`src/rtl/txfc_pkg.sv`:
```
package txfc_pkg;
  localparam int NUM_CLASSES = 2;
  localparam int CLS_POSTED  = 0;
  localparam int CLS_NONPOST = 1;
  localparam int BYTES_PER_CREDIT_LOG2 = 4;
  localparam int DATA_REPORT_MAX = 256;
  localparam int DATA_REPORT_W   = 9;
endpackage

```
`src/rtl/txfc_credit_pool.sv`:
```
module txfc_credit_pool #(
  parameter int HDR_W  = 8,
  parameter int DATA_W = 12
) (
  input  logic              clk,
  input  logic              rst,
  input  logic              load,
  input  logic [HDR_W-1:0]  load_hdr,
  input  logic [DATA_W-1:0] load_data,
  input  logic              load_inf,
  input  logic              ret_vld,
  input  logic [HDR_W-1:0]  ret_hdr,
  input  logic [DATA_W-1:0] ret_data,
  input  logic              ack_vld,
  input  logic [DATA_W-1:0] need_data,
  output logic [HDR_W-1:0]  hdr_avail_nxt,
  output logic [DATA_W-1:0] data_avail_nxt,
  output logic              inf_nxt,
  output logic              reject
);
  logic [HDR_W-1:0]  hdr_lim_q,  hdr_lim_d,  hdr_used_q,  hdr_used_d;
  logic [DATA_W-1:0] data_lim_q, data_lim_d, data_used_q, data_used_d;
  logic              inf_q, inf_d;
  logic [HDR_W-1:0]  hdr_avail;
  logic [DATA_W-1:0] data_avail;
  logic              fits;

  assign hdr_avail  = hdr_lim_q - hdr_used_q;
  assign data_avail = data_lim_q - data_used_q;
  assign fits       = inf_q || ((hdr_avail != '0) && (data_avail >= need_data));
  assign reject     = ack_vld && !load && !fits;

  always_comb begin
    hdr_lim_d   = hdr_lim_q;
    data_lim_d  = data_lim_q;
    hdr_used_d  = hdr_used_q;
    data_used_d = data_used_q;
    inf_d       = inf_q;
    if (load) begin
      hdr_lim_d   = load_hdr;
      data_lim_d  = load_data;
      hdr_used_d  = '0;
      data_used_d = '0;
      inf_d       = load_inf;
    end else begin
      if (ret_vld) begin
        hdr_lim_d  = hdr_lim_q + ret_hdr;
        data_lim_d = data_lim_q + ret_data;
      end
      if (ack_vld && fits && !inf_q) begin
        hdr_used_d  = hdr_used_q + HDR_W'(1);
        data_used_d = data_used_q + need_data;
      end
    end
  end

  assign hdr_avail_nxt  = hdr_lim_d - hdr_used_d;
  assign data_avail_nxt = data_lim_d - data_used_d;
  assign inf_nxt        = inf_d;

  always_ff @(posedge clk) begin
    if (rst) begin
      hdr_lim_q   <= '0;
      data_lim_q  <= '0;
      hdr_used_q  <= '0;
      data_used_q <= '0;
      inf_q       <= 1'b0;
    end else begin
      hdr_lim_q   <= hdr_lim_d;
      data_lim_q  <= data_lim_d;
      hdr_used_q  <= hdr_used_d;
      data_used_q <= data_used_d;
      inf_q       <= inf_d;
    end
  end


  deduct_chk: assert property (@(posedge clk) disable iff (rst)
    (ack_vld && !load && !ret_vld && fits && !inf_q)
      |=> ((data_lim_q - data_used_q) == $past(data_avail) - $past(need_data))
          && ((hdr_lim_q - hdr_used_q) == $past(hdr_avail) - HDR_W'(1)));


  reject_hold_chk: assert property (@(posedge clk) disable iff (rst)
    reject |=> ($stable(data_used_q) && $stable(hdr_used_q)));


  inf_hold_chk: assert property (@(posedge clk) disable iff (rst)
    (inf_q && !load) |=> ($stable(data_used_q) && $stable(hdr_used_q)));
endmodule

```
`src/rtl/txfc_status_enc.sv`:
```
module txfc_status_enc
  import txfc_pkg::*;
#(
  parameter int HDR_W  = 8,
  parameter int DATA_W = 12
) (
  input  logic [HDR_W-1:0]  p_hdr_avail,
  input  logic [DATA_W-1:0] p_data_avail,
  input  logic              p_inf,
  input  logic [HDR_W-1:0]  np_hdr_avail,
  input  logic              np_inf,
  output logic [DATA_REPORT_W+1:0] status
);
  localparam logic [DATA_W-1:0] SAT_D = DATA_W'(DATA_REPORT_MAX);
  localparam logic [DATA_REPORT_W-1:0] SAT_R = DATA_REPORT_W'(DATA_REPORT_MAX);

  logic                     p_flag, np_flag;
  logic [DATA_REPORT_W-1:0] p_cnt;

  always_comb begin
    p_flag  = p_inf  || (p_hdr_avail  != '0);
    np_flag = np_inf || (np_hdr_avail != '0);
    if (p_inf || (p_data_avail > SAT_D)) p_cnt = SAT_R;
    else                                 p_cnt = p_data_avail[DATA_REPORT_W-1:0];
    status = {np_flag, p_cnt, p_flag};
  end
endmodule

```
`src/rtl/txfc_credit_tracker.sv`:
```
module txfc_credit_tracker
  import txfc_pkg::*;
#(
  parameter int HDR_W  = 8,
  parameter int DATA_W = 12,
  parameter int LEN_W  = 13
) (
  input  logic              clk,
  input  logic              rst,
  input  logic              ld_en,
  input  logic [HDR_W-1:0]  ld_p_hdr,
  input  logic [DATA_W-1:0] ld_p_data,
  input  logic              ld_p_inf,
  input  logic [HDR_W-1:0]  ld_np_hdr,
  input  logic [DATA_W-1:0] ld_np_data,
  input  logic              ld_np_inf,
  input  logic              rtn_en,
  input  logic              rtn_np,
  input  logic [HDR_W-1:0]  rtn_hdr,
  input  logic [DATA_W-1:0] rtn_data,
  input  logic              ack_en,
  input  logic              ack_np,
  input  logic [LEN_W-1:0]  ack_bytes,
  output logic [DATA_REPORT_W+1:0] credit_vec,
  output logic              ack_err
);
  localparam int RND_W  = LEN_W + 1;
  localparam int NEED_W = RND_W - BYTES_PER_CREDIT_LOG2;
  localparam logic [RND_W-1:0] RND_ADD = RND_W'((1 << BYTES_PER_CREDIT_LOG2) - 1);

  logic [RND_W-1:0]  bytes_rnd;
  logic [NEED_W-1:0] need_raw;
  logic [DATA_W-1:0] need_data;

  assign bytes_rnd = {1'b0, ack_bytes} + RND_ADD;
  assign need_raw  = bytes_rnd[RND_W-1:BYTES_PER_CREDIT_LOG2];
  assign need_data = DATA_W'(need_raw);

  logic [HDR_W-1:0]  lim_hdr_a   [NUM_CLASSES];
  logic [DATA_W-1:0] lim_data_a  [NUM_CLASSES];
  logic              lim_inf_a   [NUM_CLASSES];
  logic [HDR_W-1:0]  hdr_nxt_a   [NUM_CLASSES];
  logic [DATA_W-1:0] data_nxt_a  [NUM_CLASSES];
  logic              inf_nxt_a   [NUM_CLASSES];
  logic [NUM_CLASSES-1:0] rej_a;

  assign lim_hdr_a[CLS_POSTED]   = ld_p_hdr;
  assign lim_hdr_a[CLS_NONPOST]  = ld_np_hdr;
  assign lim_data_a[CLS_POSTED]  = ld_p_data;
  assign lim_data_a[CLS_NONPOST] = ld_np_data;
  assign lim_inf_a[CLS_POSTED]   = ld_p_inf;
  assign lim_inf_a[CLS_NONPOST]  = ld_np_inf;

  for (genvar c = 0; c < NUM_CLASSES; c++) begin : g_pool
    logic sel_ack, sel_ret;
    assign sel_ack = ack_en && (int'(ack_np) == c);
    assign sel_ret = rtn_en && (int'(rtn_np) == c);
    txfc_credit_pool #(.HDR_W(HDR_W), .DATA_W(DATA_W)) pool_i (
      .clk            (clk),
      .rst            (rst),
      .load           (ld_en),
      .load_hdr       (lim_hdr_a[c]),
      .load_data      (lim_data_a[c]),
      .load_inf       (lim_inf_a[c]),
      .ret_vld        (sel_ret),
      .ret_hdr        (rtn_hdr),
      .ret_data       (rtn_data),
      .ack_vld        (sel_ack),
      .need_data      (need_data),
      .hdr_avail_nxt  (hdr_nxt_a[c]),
      .data_avail_nxt (data_nxt_a[c]),
      .inf_nxt        (inf_nxt_a[c]),
      .reject         (rej_a[c])
    );
  end

  logic [DATA_REPORT_W+1:0] status_d;

  txfc_status_enc #(.HDR_W(HDR_W), .DATA_W(DATA_W)) enc_i (
    .p_hdr_avail  (hdr_nxt_a[CLS_POSTED]),
    .p_data_avail (data_nxt_a[CLS_POSTED]),
    .p_inf        (inf_nxt_a[CLS_POSTED]),
    .np_hdr_avail (hdr_nxt_a[CLS_NONPOST]),
    .np_inf       (inf_nxt_a[CLS_NONPOST]),
    .status       (status_d)
  );

  always_ff @(posedge clk) begin
    if (rst) begin
      credit_vec <= '0;
      ack_err    <= 1'b0;
    end else begin
      credit_vec <= status_d;
      ack_err    <= |rej_a;
    end
  end


  pd_range_chk: assert property (@(posedge clk) disable iff (rst)
    credit_vec[DATA_REPORT_W:1] <= DATA_REPORT_W'(DATA_REPORT_MAX));


  err_src_chk: assert property (@(posedge clk) disable iff (rst)
    ack_err |-> ($past(ack_en) && !$past(ld_en)));


  load_no_err_chk: assert property (@(posedge clk) disable iff (rst)
    ld_en |=> !ack_err);
endmodule

```
`config.mk`:
```
export PLATFORM = sky130hd
export DESIGN_NAME = txfc_credit_tracker
export DESIGN_NICKNAME = d
export VERILOG_FILES = /design/src/rtl/txfc_pkg.sv /design/src/rtl/txfc_credit_pool.sv /design/src/rtl/txfc_status_enc.sv /design/src/rtl/txfc_credit_tracker.sv
export SDC_FILE = /design/constraint.sdc
export NUM_CORES = 1
export LEC_CHECK = 0
export BUFFER_PORTS_ARGS = -buffer_cell sky130_fd_sc_hd__buf_4
export CAP_MARGIN = 20
export CORE_MARGIN = 5
export CORE_UTILIZATION = 50
export DETAILED_ROUTE_END_ITERATION = 12
export PLACE_DENSITY = 0.77
export SKIP_CTS_REPAIR_TIMING = 1
export SYNTH_ARGS = -nofsm -noshare
export SYNTH_HDL_FRONTEND = slang
export SYNTH_HIERARCHICAL = 1
export SYNTH_SLANG_ARGS = --single-unit
```
`constraint.sdc`:
```
create_clock -name clk -period 8.65 [get_ports clk]
set_input_delay 0.865 -clock clk [delete_from_list [all_inputs] [get_ports clk]]
set_output_delay 0.865 -clock clk [all_outputs]
set_load 0.02 [all_outputs]
```
==> results_dict.tcl <==
set metrics [dict create \
    crit_required_ns 8.86 \
    finalHoldViolations 0 \
    pin_count 94 \
    cts_tree "built" \
    critical_path.most_common_cell "a21oi_1" \
    antenna_found_initial 0 \
    hp-class "register to register" \
    critPathMaxStageDelay_ns 0.63 \
    endpoint_kind "register" \
    grt_max_degree 71 \
    drt-initial-drc-count 439 \
    register_area_sq_um 1882 \
    status "complete, no violations" \
    fin_crit_sh_pct 85.53 \
    irDropWorstVdd_v 0.0001002 \
    layout.nets 1546 \
    clock_sinks 94 \
    placedCellCount 1562 \
    die_area_sq_um 22670 \
    rows 51 \
    netlist_area_sq_um 9877 \
    cp_max_fo 9 \
    critPathKind "register to register" \
    crit_slowest_cell "or4_4" \
    drt_first_pass_iters 5 \
    grt_overflow 0 \
    max_freq_mhz 135.2 \
    cts_max_level 3 \
    n_antenna_cell 0 \
    p_per_area_nw_per_um2 139.4 \
    cts-buffers-inserted 9 \
    track_usage_pct 21.92 \
    worst_pin_slew_ns 1.035 \
    synth.avg_cell_area_sq_um 8.024 \
    leakagePower_nw 4.839 \
    wl_mm 24.46 \
    avgRoutedWirePerCell_um 15.50 \
    clk_pin_slew_ns 0.07 \
    rsz0062_at_grt "false" \
    fin_cells 1578 \
    vias_per_cell 5.444 \
    slew_viol_final 0 \
    cap_viol_max_count 0 \
    post-dp-hpwl_mm 19.69 \
    grt_pass1_wl_mm 40.33 \
    clock_latency_ns 0.36 \
    crit_arrival_ns 7.61 \
    maxSlewHeadroom_pct 30.53 \
    drc 0 \
    grt_pass1_vias 8491 \
    drive_gt1_share_pct 11.73 \
    crit_path_start_kind "register" \
    initial_core_util_pct 50.75 \
    vias 8591 \
    coreArea_sq_um 19460 \
    port_buffers 93 \
    fin_worst_skew_ns 0.007280 \
    fill_cells 1772 \
    multiInputGateArea_sq_um 7448 \
    finalCriticalPeriod_ns 7.399 \
    gp_congestion 0.8901 \
    area_delta_synth_final_pct 12.48 \
    cts_root_buf "clkbuf_16" \
    synthCells 1231 \
    die_w_um 150.6 \
    die_h_um 150.6 \
    clk_path_buf_depth 2 \
    finalSetupTns_ns 0 \
    finalSetupViolCount 0 \
    antenna_left 0 \
    yosys_warnings 6 \
]
[final cells by class]
cell class	count	area share (%)
repair buffers	97	6.555
clock buffers	12	2.309
well taps	265	2.985
clock inverters	4	0.4843
inverters	109	3.683
multi-input cells	997	67.05
flip-flops and latches	94	16.94
[per-stage QoR]
stage	total power, mW	utilization [%]	area (sq um)	hold slack, ns	setup slack [ns]
after floorplan	0.9804	-	9907	0.4653	1.699
after global placement	1.109	55.49	10800	0.4981	1.402
after detailed placement	1.127	55.49	10800	0.5107	1.211
after CTS	1.551	57.08	11110	0.5204	1.212
after global routing	1.654	57.08	11110	0.5776	0.5087
final	1.549	57.08	11110	0.5267	1.251
[where the power goes]
part	internal [mW]	switching (mW)	total [mW]	leakage (nW)
clock network	0.241	0.181	0.422	0.145
registers	0.454	0.0207	0.475	0.768
logic	0.304	0.348	0.652	3.92
[layer usage]
metal	part of all wire [%]	global-route usage, %
met2	48	38.39
met1	46	27.92
met5	0	0
met3	4.0	3.371
met4	1.8	6.038
[sequential cells by signal (all words and copies together), names as in the netlist]
name,count
g_pool.pool_i/hdr_lim_q,16
g_pool.pool_i/inf_q,2
g_pool.pool_i/data_used_q,24
g_pool.pool_i/hdr_used_q,16
credit_vec,11
ack_err,1
g_pool.pool_i/data_lim_q,24
[cell usage in the layout (no fill, tap or decap), drive strengths merged, types with 8 or more instances in the layout]
master	n
mux2i	39
nor3	38
or2	21
a21boi	8
nor4	10
xnor2	87
nor2b	58
nand3	19
nand2b	13
a21o	33
a211oi	18
o21a	13
a21oi	78
dfxtp	94
nand2	74
o21bai	22
nor3b	12
inv	110
ha	145
xor2	22
o21ai	67
buf	97
nor2	114
fa	11
conb	9
clkbuf	12
[path summary, 6_finish.rpt]
path	from	end	slack [ns]	depth (start not counted)
max reg2reg	g_pool[0].pool_i/data_lim_q[0]	credit_vec[9]	1.25	36
max	g_pool[0].pool_i/data_lim_q[0]	credit_vec[9]	1.25	36
min	g_pool[1].pool_i/data_used_q[10]	g_pool[1].pool_i/data_used_q[10]	0.53	2
min reg2reg	g_pool[1].pool_i/data_used_q[10]	g_pool[1].pool_i/data_used_q[10]	0.53	2
[critical path, delay by kind of cell (launching register included)]
kind / cells / cell delay [ns]
AO/OA/AOI/OAI: 20 / 3.41
AND/OR/NAND/NOR: 5 / 1.60
adder cells (fa/ha/maj): 5 / 1.42
flip-flops: 1 / 0.33
XOR/XNOR: 2 / 0.18
multiplexers: 1 / 0.18
buffers and inverters: 3 / 0.17
Note: power is estimated with default switching activity, not from simulation.
